<file path="config.mk">
export PLATFORM = sky130hd
export DESIGN_NAME = uart_tx_flow
export DESIGN_NICKNAME = d
export VERILOG_FILES = /design/src/rtl/uart_fc_pkg.sv /design/src/rtl/fc_cts_sync.sv /design/src/rtl/fc_rx_filter.sv /design/src/rtl/fc_tx_serializer.sv /design/src/rtl/uart_tx_flow.sv
export SDC_FILE = /design/constraint.sdc
export NUM_CORES = 1
export LEC_CHECK = 0
export ABC_AREA = 1
export CORE_UTILIZATION = 40
export DETAILED_ROUTE_END_ITERATION = 10
export PLACE_DENSITY = 0.65
export SYNTH_ARGS = -nofsm -noshare
export SYNTH_HDL_FRONTEND = slang
export SYNTH_HIERARCHICAL = 1
export SYNTH_SLANG_ARGS = --single-unit
</file>
<file path="constraint.sdc">
create_clock -name clk_i -period 3.8 [get_ports clk_i]
set_input_delay 0.76 -clock clk_i [delete_from_list [all_inputs] [get_ports clk_i]]
set_output_delay 0.76 -clock clk_i [all_outputs]
set_load 0.01 [all_outputs]
</file>
<file path="src/rtl/uart_fc_pkg.sv">
package uart_fc_pkg;
  localparam int unsigned BYTE_W    = 8;
  localparam int unsigned BIT_IDX_W = $clog2(BYTE_W);
  localparam logic [BYTE_W-1:0] RESUME_CHAR = 8'h11;
  localparam logic [BYTE_W-1:0] PAUSE_CHAR  = 8'h13;

  typedef enum logic [1:0] {
    ST_IDLE  = 2'd0,
    ST_START = 2'd1,
    ST_DATA  = 2'd2,
    ST_STOP  = 2'd3
  } tx_state_e;
endpackage

</file>
<file path="src/rtl/fc_cts_sync.sv">
module fc_cts_sync #(
  parameter int unsigned STAGES = 2
) (
  input  logic clk_i,
  input  logic rst_ni,
  input  logic async_i,
  output logic sync_o
);
  logic [STAGES-1:0] sync_q;

  generate
    if (STAGES == 1) begin : g_single
      always_ff @(posedge clk_i or negedge rst_ni) begin
        if (!rst_ni) sync_q <= '0;
        else         sync_q <= async_i;
      end
    end else begin : g_chain
      always_ff @(posedge clk_i or negedge rst_ni) begin
        if (!rst_ni) sync_q <= '0;
        else         sync_q <= {sync_q[STAGES-2:0], async_i};
      end
    end
  endgenerate

  assign sync_o = sync_q[STAGES-1];
endmodule

</file>
<file path="src/rtl/fc_rx_filter.sv">
module fc_rx_filter
  import uart_fc_pkg::*;
(
  input  logic              clk_i,
  input  logic              rst_ni,
  input  logic              sw_fc_en_i,
  input  logic [BYTE_W-1:0] rx_data_i,
  input  logic              rx_valid_i,
  output logic [BYTE_W-1:0] rx_data_o,
  output logic              rx_valid_o,
  output logic              paused_o
);
  logic is_pause, is_resume, consume;
  logic [BYTE_W-1:0] data_q;
  logic valid_q, paused_q;

  assign is_pause  = (rx_data_i == PAUSE_CHAR);
  assign is_resume = (rx_data_i == RESUME_CHAR);
  assign consume   = sw_fc_en_i && (is_pause || is_resume);

  always_ff @(posedge clk_i or negedge rst_ni) begin
    if (!rst_ni) begin
      data_q   <= '0;
      valid_q  <= 1'b0;
      paused_q <= 1'b0;
    end else begin
      valid_q <= rx_valid_i && !consume;
      if (rx_valid_i && !consume) data_q <= rx_data_i;
      if (rx_valid_i && sw_fc_en_i) begin
        if (is_pause)       paused_q <= 1'b1;
        else if (is_resume) paused_q <= 1'b0;
      end
    end
  end

  assign rx_data_o  = data_q;
  assign rx_valid_o = valid_q;
  assign paused_o   = paused_q;

  a_r6_ctrl_not_forwarded: assert property (@(posedge clk_i) disable iff (!rst_ni)
    rx_valid_o |-> !($past(sw_fc_en_i) &&
                     (rx_data_o == PAUSE_CHAR || rx_data_o == RESUME_CHAR)));
  a_r5_pause_sets: assert property (@(posedge clk_i) disable iff (!rst_ni)
    (rx_valid_i && sw_fc_en_i && is_pause) |=> paused_o);
  a_r5_resume_clears: assert property (@(posedge clk_i) disable iff (!rst_ni)
    (rx_valid_i && sw_fc_en_i && is_resume) |=> !paused_o);
  a_r6_forward_next: assert property (@(posedge clk_i) disable iff (!rst_ni)
    (rx_valid_i && !consume) |=> (rx_valid_o && rx_data_o == $past(rx_data_i)));
endmodule

</file>
<file path="src/rtl/fc_tx_serializer.sv">
module fc_tx_serializer
  import uart_fc_pkg::*;
#(
  parameter int unsigned CLKS_PER_BIT = 16
) (
  input  logic              clk_i,
  input  logic              rst_ni,
  input  logic              go_i,
  input  logic [BYTE_W-1:0] data_i,
  input  logic              valid_i,
  output logic              ready_o,
  output logic              txd_o
);
  localparam int unsigned CNT_W = (CLKS_PER_BIT > 1) ? $clog2(CLKS_PER_BIT) : 1;
  localparam logic [CNT_W-1:0]     CNT_LAST = CNT_W'(CLKS_PER_BIT - 1);
  localparam logic [BIT_IDX_W-1:0] IDX_LAST = BIT_IDX_W'(BYTE_W - 1);

  tx_state_e state_q;
  logic [CNT_W-1:0]     cnt_q;
  logic [BIT_IDX_W-1:0] idx_q;
  logic [BYTE_W-1:0]    shift_q;
  logic                 txd_q;
  logic                 bit_end;

  assign bit_end = (cnt_q == CNT_LAST);
  assign ready_o = (state_q == ST_IDLE) && go_i;

  always_ff @(posedge clk_i or negedge rst_ni) begin
    if (!rst_ni) begin
      state_q <= ST_IDLE;
      cnt_q   <= '0;
      idx_q   <= '0;
      shift_q <= '0;
      txd_q   <= 1'b1;
    end else begin
      case (state_q)
        ST_IDLE: begin
          txd_q <= 1'b1;
          cnt_q <= '0;
          if (valid_i && ready_o) begin
            shift_q <= data_i;
            txd_q   <= 1'b0;
            state_q <= ST_START;
          end
        end
        ST_START: begin
          if (bit_end) begin
            cnt_q   <= '0;
            idx_q   <= '0;
            txd_q   <= shift_q[0];
            state_q <= ST_DATA;
          end else cnt_q <= cnt_q + 1'b1;
        end
        ST_DATA: begin
          if (bit_end) begin
            cnt_q <= '0;
            if (idx_q == IDX_LAST) begin
              txd_q   <= 1'b1;
              state_q <= ST_STOP;
            end else begin
              idx_q   <= idx_q + 1'b1;
              shift_q <= shift_q >> 1;
              txd_q   <= shift_q[1];
            end
          end else cnt_q <= cnt_q + 1'b1;
        end
        default: begin
          if (bit_end) begin
            cnt_q   <= '0;
            state_q <= ST_IDLE;
          end else cnt_q <= cnt_q + 1'b1;
        end
      endcase
    end
  end

  assign txd_o = txd_q;

  a_r1_start_low: assert property (@(posedge clk_i) disable iff (!rst_ni)
    (valid_i && ready_o) |=> !txd_o);
  a_r1_bit_hold: assert property (@(posedge clk_i) disable iff (!rst_ni)
    (state_q != ST_IDLE && cnt_q != '0) |-> $stable(txd_o));
  a_r1_stop_high: assert property (@(posedge clk_i) disable iff (!rst_ni)
    (state_q == ST_STOP) |-> txd_o);
  a_r2_busy_not_ready: assert property (@(posedge clk_i) disable iff (!rst_ni)
    (valid_i && ready_o) |=> !ready_o);
endmodule

</file>
<file path="src/rtl/uart_tx_flow.sv">
module uart_tx_flow
  import uart_fc_pkg::*;
#(
  parameter int unsigned CLKS_PER_BIT = 16,
  parameter int unsigned SYNC_STAGES  = 2
) (
  input  logic        clk_i,
  input  logic        rst_ni,
  input  logic        hw_fc_en_i,
  input  logic        sw_fc_en_i,
  input  logic        cts_i,
  input  logic [7:0]  tx_data_i,
  input  logic        tx_valid_i,
  output logic        tx_ready_o,
  output logic        txd_o,
  input  logic [7:0]  rx_data_i,
  input  logic        rx_valid_i,
  output logic [7:0]  rx_data_o,
  output logic        rx_valid_o
);
  logic cts_sync, paused, cts_ok, go;

  fc_cts_sync #(.STAGES(SYNC_STAGES)) i_cts_sync (
    .clk_i   (clk_i),
    .rst_ni  (rst_ni),
    .async_i (cts_i),
    .sync_o  (cts_sync)
  );

  fc_rx_filter i_rx_filter (
    .clk_i      (clk_i),
    .rst_ni     (rst_ni),
    .sw_fc_en_i (sw_fc_en_i),
    .rx_data_i  (rx_data_i),
    .rx_valid_i (rx_valid_i),
    .rx_data_o  (rx_data_o),
    .rx_valid_o (rx_valid_o),
    .paused_o   (paused)
  );

  assign cts_ok = !hw_fc_en_i || cts_sync;
  assign go     = cts_ok && !(sw_fc_en_i && paused);

  fc_tx_serializer #(.CLKS_PER_BIT(CLKS_PER_BIT)) i_tx (
    .clk_i   (clk_i),
    .rst_ni  (rst_ni),
    .go_i    (go),
    .data_i  (tx_data_i),
    .valid_i (tx_valid_i),
    .ready_o (tx_ready_o),
    .txd_o   (txd_o)
  );

  a_r3_ready_needs_cts: assert property (@(posedge clk_i) disable iff (!rst_ni)
    (hw_fc_en_i && tx_ready_o) |-> cts_sync);
  a_r5_paused_blocks: assert property (@(posedge clk_i) disable iff (!rst_ni)
    (sw_fc_en_i && paused) |-> !tx_ready_o);
endmodule

</file>
==> flow_summary.json, run 1 <==
{
  "status": "finished clean",
  "critPathTopFamily": "buffers and inverters",
  "syn_inst": 201,
  "layoutNonFillerInstCount": 289,
  "place_hpwl_mm": 2.22,
  "fp.coreArea_sq_mm": 0.00377,
  "layout-drive-gt1-share_pct": 13.3,
  "grt_pass1_vias": 1324,
  "relSlewSlack_pct": 61.7,
  "ant_nets": 0,
  "ioPinCount": 34,
  "ys_ff_latch": 30,
  "drt_iter0_markers": 87,
  "die_x_microns": 65.6,
  "setup-violations-final": 0,
  "power_density_mw_per_mm2": 615,
  "cts_hold_buf": 0,
  "grt_max_degree": 31,
  "initial_core_util_pct": 42.9,
  "die_area_sq_mm": 0.00431,
  "nFillCells": 356,
  "leakage_nw": 1.13,
  "cts.clk_slew.worst_paths_ns": 0.06,
  "layout.nets": 270,
  "cts-resized-gates": 0,
  "crit_buf_inv": 4,
  "wl_per_cell_microns": 10.7,
  "worst_path_largest_cell_delay_ns": 0.52,
  "worst_slew_pin_slew_ns": 0.574,
  "routed_wl_mm": 3.09,
  "drcViolationCount": 0,
  "io_buffer_count": 33,
  "worst_ep_arrival_time_ns": 2.29,
  "cp-end-kind": "output pin",
  "syn_avg_cell_area_sq_um": 8.05,
  "hold-worst-slack_ns": 0.349,
  "synth_fp_nets": 231,
  "cp_max_fo": 3,
  "fp.dieH_microns": 65.6,
  "cts_max_level": 2,
  "clock_latency_ns": 0.28,
  "cts_num_sinks": 30,
  "rows": 22,
  "critical_path_required_ns": 3.04,
  "grt_usage_pct": 17.4,
  "crit_slowest_cell": "clkdlybuf4s50_1",
  "numCtsBuffers": 5,
  "via_per_inst": 4.57,
  "cts_tree": "done",
  "place.gp.congestion": 0.813,
  "critical_path_class": "input port to output pin",
  "hold_violations": 0,
  "area_growth_pct": 30.1,
  "antenna_cells": 0,
  "start_kind": "input port",
  "netlist_area_sq_mm": 0.00162,
  "placed_cells": 281,
  "grt_first_pass_wirelength_mm": 5.59,
  "rsz0062_at_grt": "no",
  "crit_chain": "clkdlybuf4s50_1 > nand2_1 > inv_1 > nor2_1 > nand2_1 > inv_1 > clkdlybuf4s50_1",
  "min_period_ns": 3.05,
  "cts-root-buf": "clkbuf_8",
  "min_period_over_period_pct": 80.2,
  "post_cts_buffers": 0,
  "finalSetupTns_ns": 0,
  "synth_cell_type_count": 23,
  "worst_clock_skew_ns": 0.00459,
  "grt.overflow.total": 0,
  "maxCapViolCount": 0,
  "fmax_mhz": 328,
  "hold_path.class": "flop to flop",
  "seq_area_frac_synth_pct": 46.4,
  "ir_worst_vdd_mv": 0.243,
  "antenna_found_initial": 0,
  "vias": 1320,
  "yosysWarnings": 6,
  "dr.pass1.iters": 4,
  "drv_slew": 0,
  "ctsLongestPathBuffers": 2
}
## power by group
group / total, mW / switching [mW] / internal (mW)
logic: 0.525 / 0.323 / 0.202
registers: 0.457 / 0.0480 / 0.409
clock network: 0.313 / 0.117 / 0.196
total: 1.30 / 0.488 / 0.807
## cell usage in the layout (no fill, tap or decap), drive strengths merged, types with 2 or more instances in the layout
cell / count
nand2: 88
clkdlybuf4s50: 33
dfrtp: 29
nand3: 27
inv: 23
nor2: 16
ha: 7
clkbuf: 7
o21ai: 4
a21oi: 2
## registers in the layout (all words and copies together) (netlist names)
name / cells
i_cts_sync/sync_q: 2
i_rx_filter/paused_o: 1
i_rx_filter/rx_data_o: 8
i_rx_filter/rx_valid_o: 1
i_tx/cnt_q: 4
i_tx/idx_q: 3
i_tx/shift_q: 8
i_tx/state_q: 2
i_tx/txd_o: 1
## cell usage after synthesis
cell / instances / area (sq um)
o21ai_2: 1 / 8.76
ha_1: 7 / 87.6
o21ai_1: 2 / 10.0
nand3_1: 25 / 125
inv_2: 3 / 11.3
buf_2: 1 / 5.00
nor2_2: 1 / 6.26
buf_6: 1 / 11.3
inv_1: 20 / 75.1
xor2_1: 1 / 8.76
nand3_2: 2 / 20.0
nand2_1: 75 / 282
dfrtp_1: 29 / 726
o21ai_0: 1 / 5.00
nand2_4: 2 / 22.5
a21oi_1: 1 / 5.00
dfstp_2: 1 / 26.3
nand2_8: 1 / 20.0
nand2_2: 10 / 62.6
a21oi_4: 1 / 16.3
nand4_1: 1 / 6.26
nor2_1: 12 / 45.0
nor2_4: 3 / 33.8
## cells by family after synthesis
group	Yosys count	share of synthesized area [%]
compound gates	6	2.78
xor+xnor	1	0.541
fa+ha+maj	7	5.41
buf+inv	25	6.34
flops	30	46.4
simple gates	132	38.5
## metal layers
metal / track usage [%] / up-vias / routed length, microns
met2: 27.2 / 16 / 1380
met4: 6.52 / 0 / 37
met3: 4.69 / 2 / 97
met5: 0 / - / 0
met1: 22.6 / 600 / 1580
li1: - / 702 / -
## layout make-up
| type | instances | area [sq um] | share of cell area, % |
|---|---|---|---|
| multi-input cells | 146 | 764 | 36.3 |
| flip-flops and latches | 30 | 752 | 35.7 |
| repair buffers | 34 | 338 | 16.0 |
| inverters | 23 | 86.3 | 4.10 |
| clock buffers | 7 | 76.3 | 3.62 |
| well taps | 48 | 60.1 | 2.85 |
| clock inverters | 1 | 30.0 | 1.43 |
## through the flow
step | cell area, sq um | power [mW] | util (%) | worst slack, ns
floorplan | 1620 | 0.848 | - | 1.81
global placement | 2000 | 0.985 | 53.1 | 0.748
detailed placement | 2000 | 0.992 | 53.1 | 0.747
CTS | 2110 | 1.31 | 55.9 | 0.745
global route | 2110 | 1.42 | 55.9 | 0.665
finish | 2110 | 1.30 | 55.9 | 0.752
## path summary, 6_finish.rpt
| kind | from | end | slack, ns | cells past startpoint |
|---|---|---|---|---|
| worst max-delay path | sw_fc_en_i | tx_ready_o | 0.75 | 7 |
| worst min-delay path | i_cts_sync/sync_q[0] | i_cts_sync/sync_q[1] | 0.35 | 0 |
| worst max register to register | i_tx/state_q[0] | i_tx/state_q[0] | 1.99 | 8 |
| worst min register to register | i_cts_sync/sync_q[0] | i_cts_sync/sync_q[1] | 0.35 | 0 |
| max in group asynchronous | rst_ni | i_tx/txd_o | 2.61 | 2 |
| min in group asynchronous | rst_ni | i_tx/cnt_q[2] | 0.87 | 2 |
No activity file was read; power rests on OpenSTA's default activity.
==> inputs of run 2 (changes only) <==
==> constraint.sdc (replaced) <==
create_clock -name clk_i -period 3.1 [get_ports clk_i]
set_input_delay 0.62 -clock clk_i [delete_from_list [all_inputs] [get_ports clk_i]]
set_output_delay 0.62 -clock clk_i [all_outputs]
set_load 0.01 [all_outputs]
==> run 2 against run 1 <==
Compared with the run above: clock skew decreased by 0.0022 ns; sequential power increased by 23%; cell area increased by 0.36%; total power increased by 23%; first-iteration DRC count decreased by 39%; cell count increased by 0.35%; clock-buffer cell count unchanged; via count increased by 0.91%; die area unchanged; critical path type unchanged; largest power group unchanged.
==> flow_summary.json, run 2 (synthesis results as in run 1) <==
{
  "drt_iter0_markers": 53,
  "grt_pass1_vias": 1257,
  "fin_ws_ns": 0.484,
  "antenna_found_initial": 0,
  "hold_violations": 0,
  "start_kind": "input port",
  "layout-drive-gt1-share_pct": 13.6,
  "rows": 22,
  "grt_max_degree": 31,
  "worst_clock_skew_ns": 0.00243,
  "routed_wl_mm": 3.08,
  "rsz0062_at_grt": "no",
  "min_period_ns": 2.62,
  "dr.pass1.iters": 5,
  "layoutNonFillerInstCount": 290,
  "r2r_cells": 8,
  "cp-end-kind": "output pin",
  "wl_per_cell_microns": 10.6,
  "hold-worst-slack_ns": 0.348,
  "ir_worst_vdd_mv": 0.376,
  "worst_slew_pin_slew_ns": 0.563,
  "finalSetupTns_ns": 0,
  "numCtsBuffers": 5,
  "antenna_cells": 0,
  "maxCapViolCount": 0,
  "fp.dieH_microns": 65.6,
  "area_growth_pct": 30.6,
  "cts-root-buf": "clkbuf_8",
  "relSlewSlack_pct": 62.5,
  "die_x_microns": 65.6,
  "setup-violations-final": 0,
  "layout_commonest_cell": "nand2_1",
  "grt.overflow.total": 0,
  "placed_cells": 282,
  "nFillCells": 356,
  "fp.coreArea_sq_mm": 0.00377,
  "ioPinCount": 34,
  "final_util_pct": 56.1,
  "cts_num_sinks": 30,
  "initial_core_util_pct": 42.9,
  "ctsLongestPathBuffers": 2,
  "layout.nets": 271,
  "io_buffer_count": 33,
  "clock_latency_ns": 0.28,
  "critical_path_class": "input port to output pin",
  "cts_tree": "done",
  "cp_max_fo": 2,
  "cts.clk_slew.worst_paths_ns": 0.06,
  "worst_ep_arrival_time_ns": 2.00,
  "place.gp.congestion": 0.823,
  "min_period_over_period_pct": 84.4,
  "cts-resized-gates": 0,
  "power_density_mw_per_mm2": 752,
  "place_hpwl_mm": 2.17,
  "leakage_nw": 1.13,
  "post_cts_buffers": 0,
  "critical_path_required_ns": 2.48,
  "die_area_sq_mm": 0.00431,
  "reg2reg_from": "i_tx/state_q[0]",
  "status": "finished clean",
  "dp_slack_ns": 0.463,
  "cts_max_level": 2,
  "grt_first_pass_wirelength_mm": 5.42,
  "rrSetupSlack_ns": 1.28,
  "drv_slew": 0,
  "drcViolationCount": 0,
  "worstHoldPathCells": 0,
  "reg2reg_to": "i_tx/state_q[0]",
  "vias": 1332,
  "ant_nets": 0,
  "fmax_mhz": 382,
  "cts_hold_buf": 0,
  "min_to": "i_cts_sync/sync_q[1]",
  "grt_usage_pct": 17.1,
  "hold_path.class": "flop to flop",
  "min_from": "i_cts_sync/sync_q[0]",
  "via_per_inst": 4.59,
  "final_cell_mix": "nand2_1 (75), clkdlybuf4s50_1 (33), dfrtp_1 (29), nand3_1 (25), inv_1 (20)"
}
==> run 2: cell count changes in the layout (fill, tap and decap cells not counted) <==
| cell | previous run | this run |
|---|---|---|
| buf_4 | 1 | 2 |
==> run 2: area by class of cell <==
class	count	area (sq um)	share of cell area, %
clock buffers	7	76.3	3.61
clock inverters	1	30.0	1.42
repair buffers	35	345	16.3
well taps	48	60.1	2.84
inverters	23	86.3	4.08
multi-input cells	146	764	36.2
flip-flops and latches	30	752	35.6
==> run 2: worst max-delay path by stage <==
| stage | start | depth (start not counted) | endpoint | slack (ns) |
|---|---|---|---|---|
| floorplan | sw_fc_en_i | 5 | tx_ready_o | 1.39 |
| global placement | sw_fc_en_i | 7 | tx_ready_o | 0.46 |
| detailed placement | sw_fc_en_i | 7 | tx_ready_o | 0.46 |
| CTS | sw_fc_en_i | 7 | tx_ready_o | 0.46 |
| global route | sw_fc_en_i | 7 | tx_ready_o | 0.43 |
| finish | sw_fc_en_i | 7 | tx_ready_o | 0.48 |
==> run 2: routing by layer <==
metal  vias to the layer above  share of wire [%]  GRT usage, %
li1                        699                  -             -
met1                       599                 47          21.7
met2                        29                 47          26.7
met3                         5                4.4          4.17
met4                         0                1.9          8.97
met5                         -                  0             0
==> run 2: worst max-delay path, stage by stage <==
cell and delay (ns):
clkdlybuf4s50_1 0.45, nand2_1 0.08, inv_1 0.04, nor2_1 0.16, nand2_1 0.07, inv_1 0.05, clkdlybuf4s50_1 0.52
==> run 2: power by group <==
group | switching (mW) | total, mW | internal, mW
Sequential | 0.0593 | 0.561 | 0.501
Combinational | 0.399 | 0.647 | 0.249
Clock | 0.141 | 0.382 | 0.240
==> run 2: metrics by stage <==
| step | instance area, sq um | power (mW) |
|---|---|---|
| after floorplan | 1620 | 1.04 |
| after global placement | 2010 | 1.21 |
| after detailed placement | 2010 | 1.22 |
| after CTS | 2110 | 1.61 |
| after global routing | 2110 | 1.74 |
| final | 2110 | 1.59 |
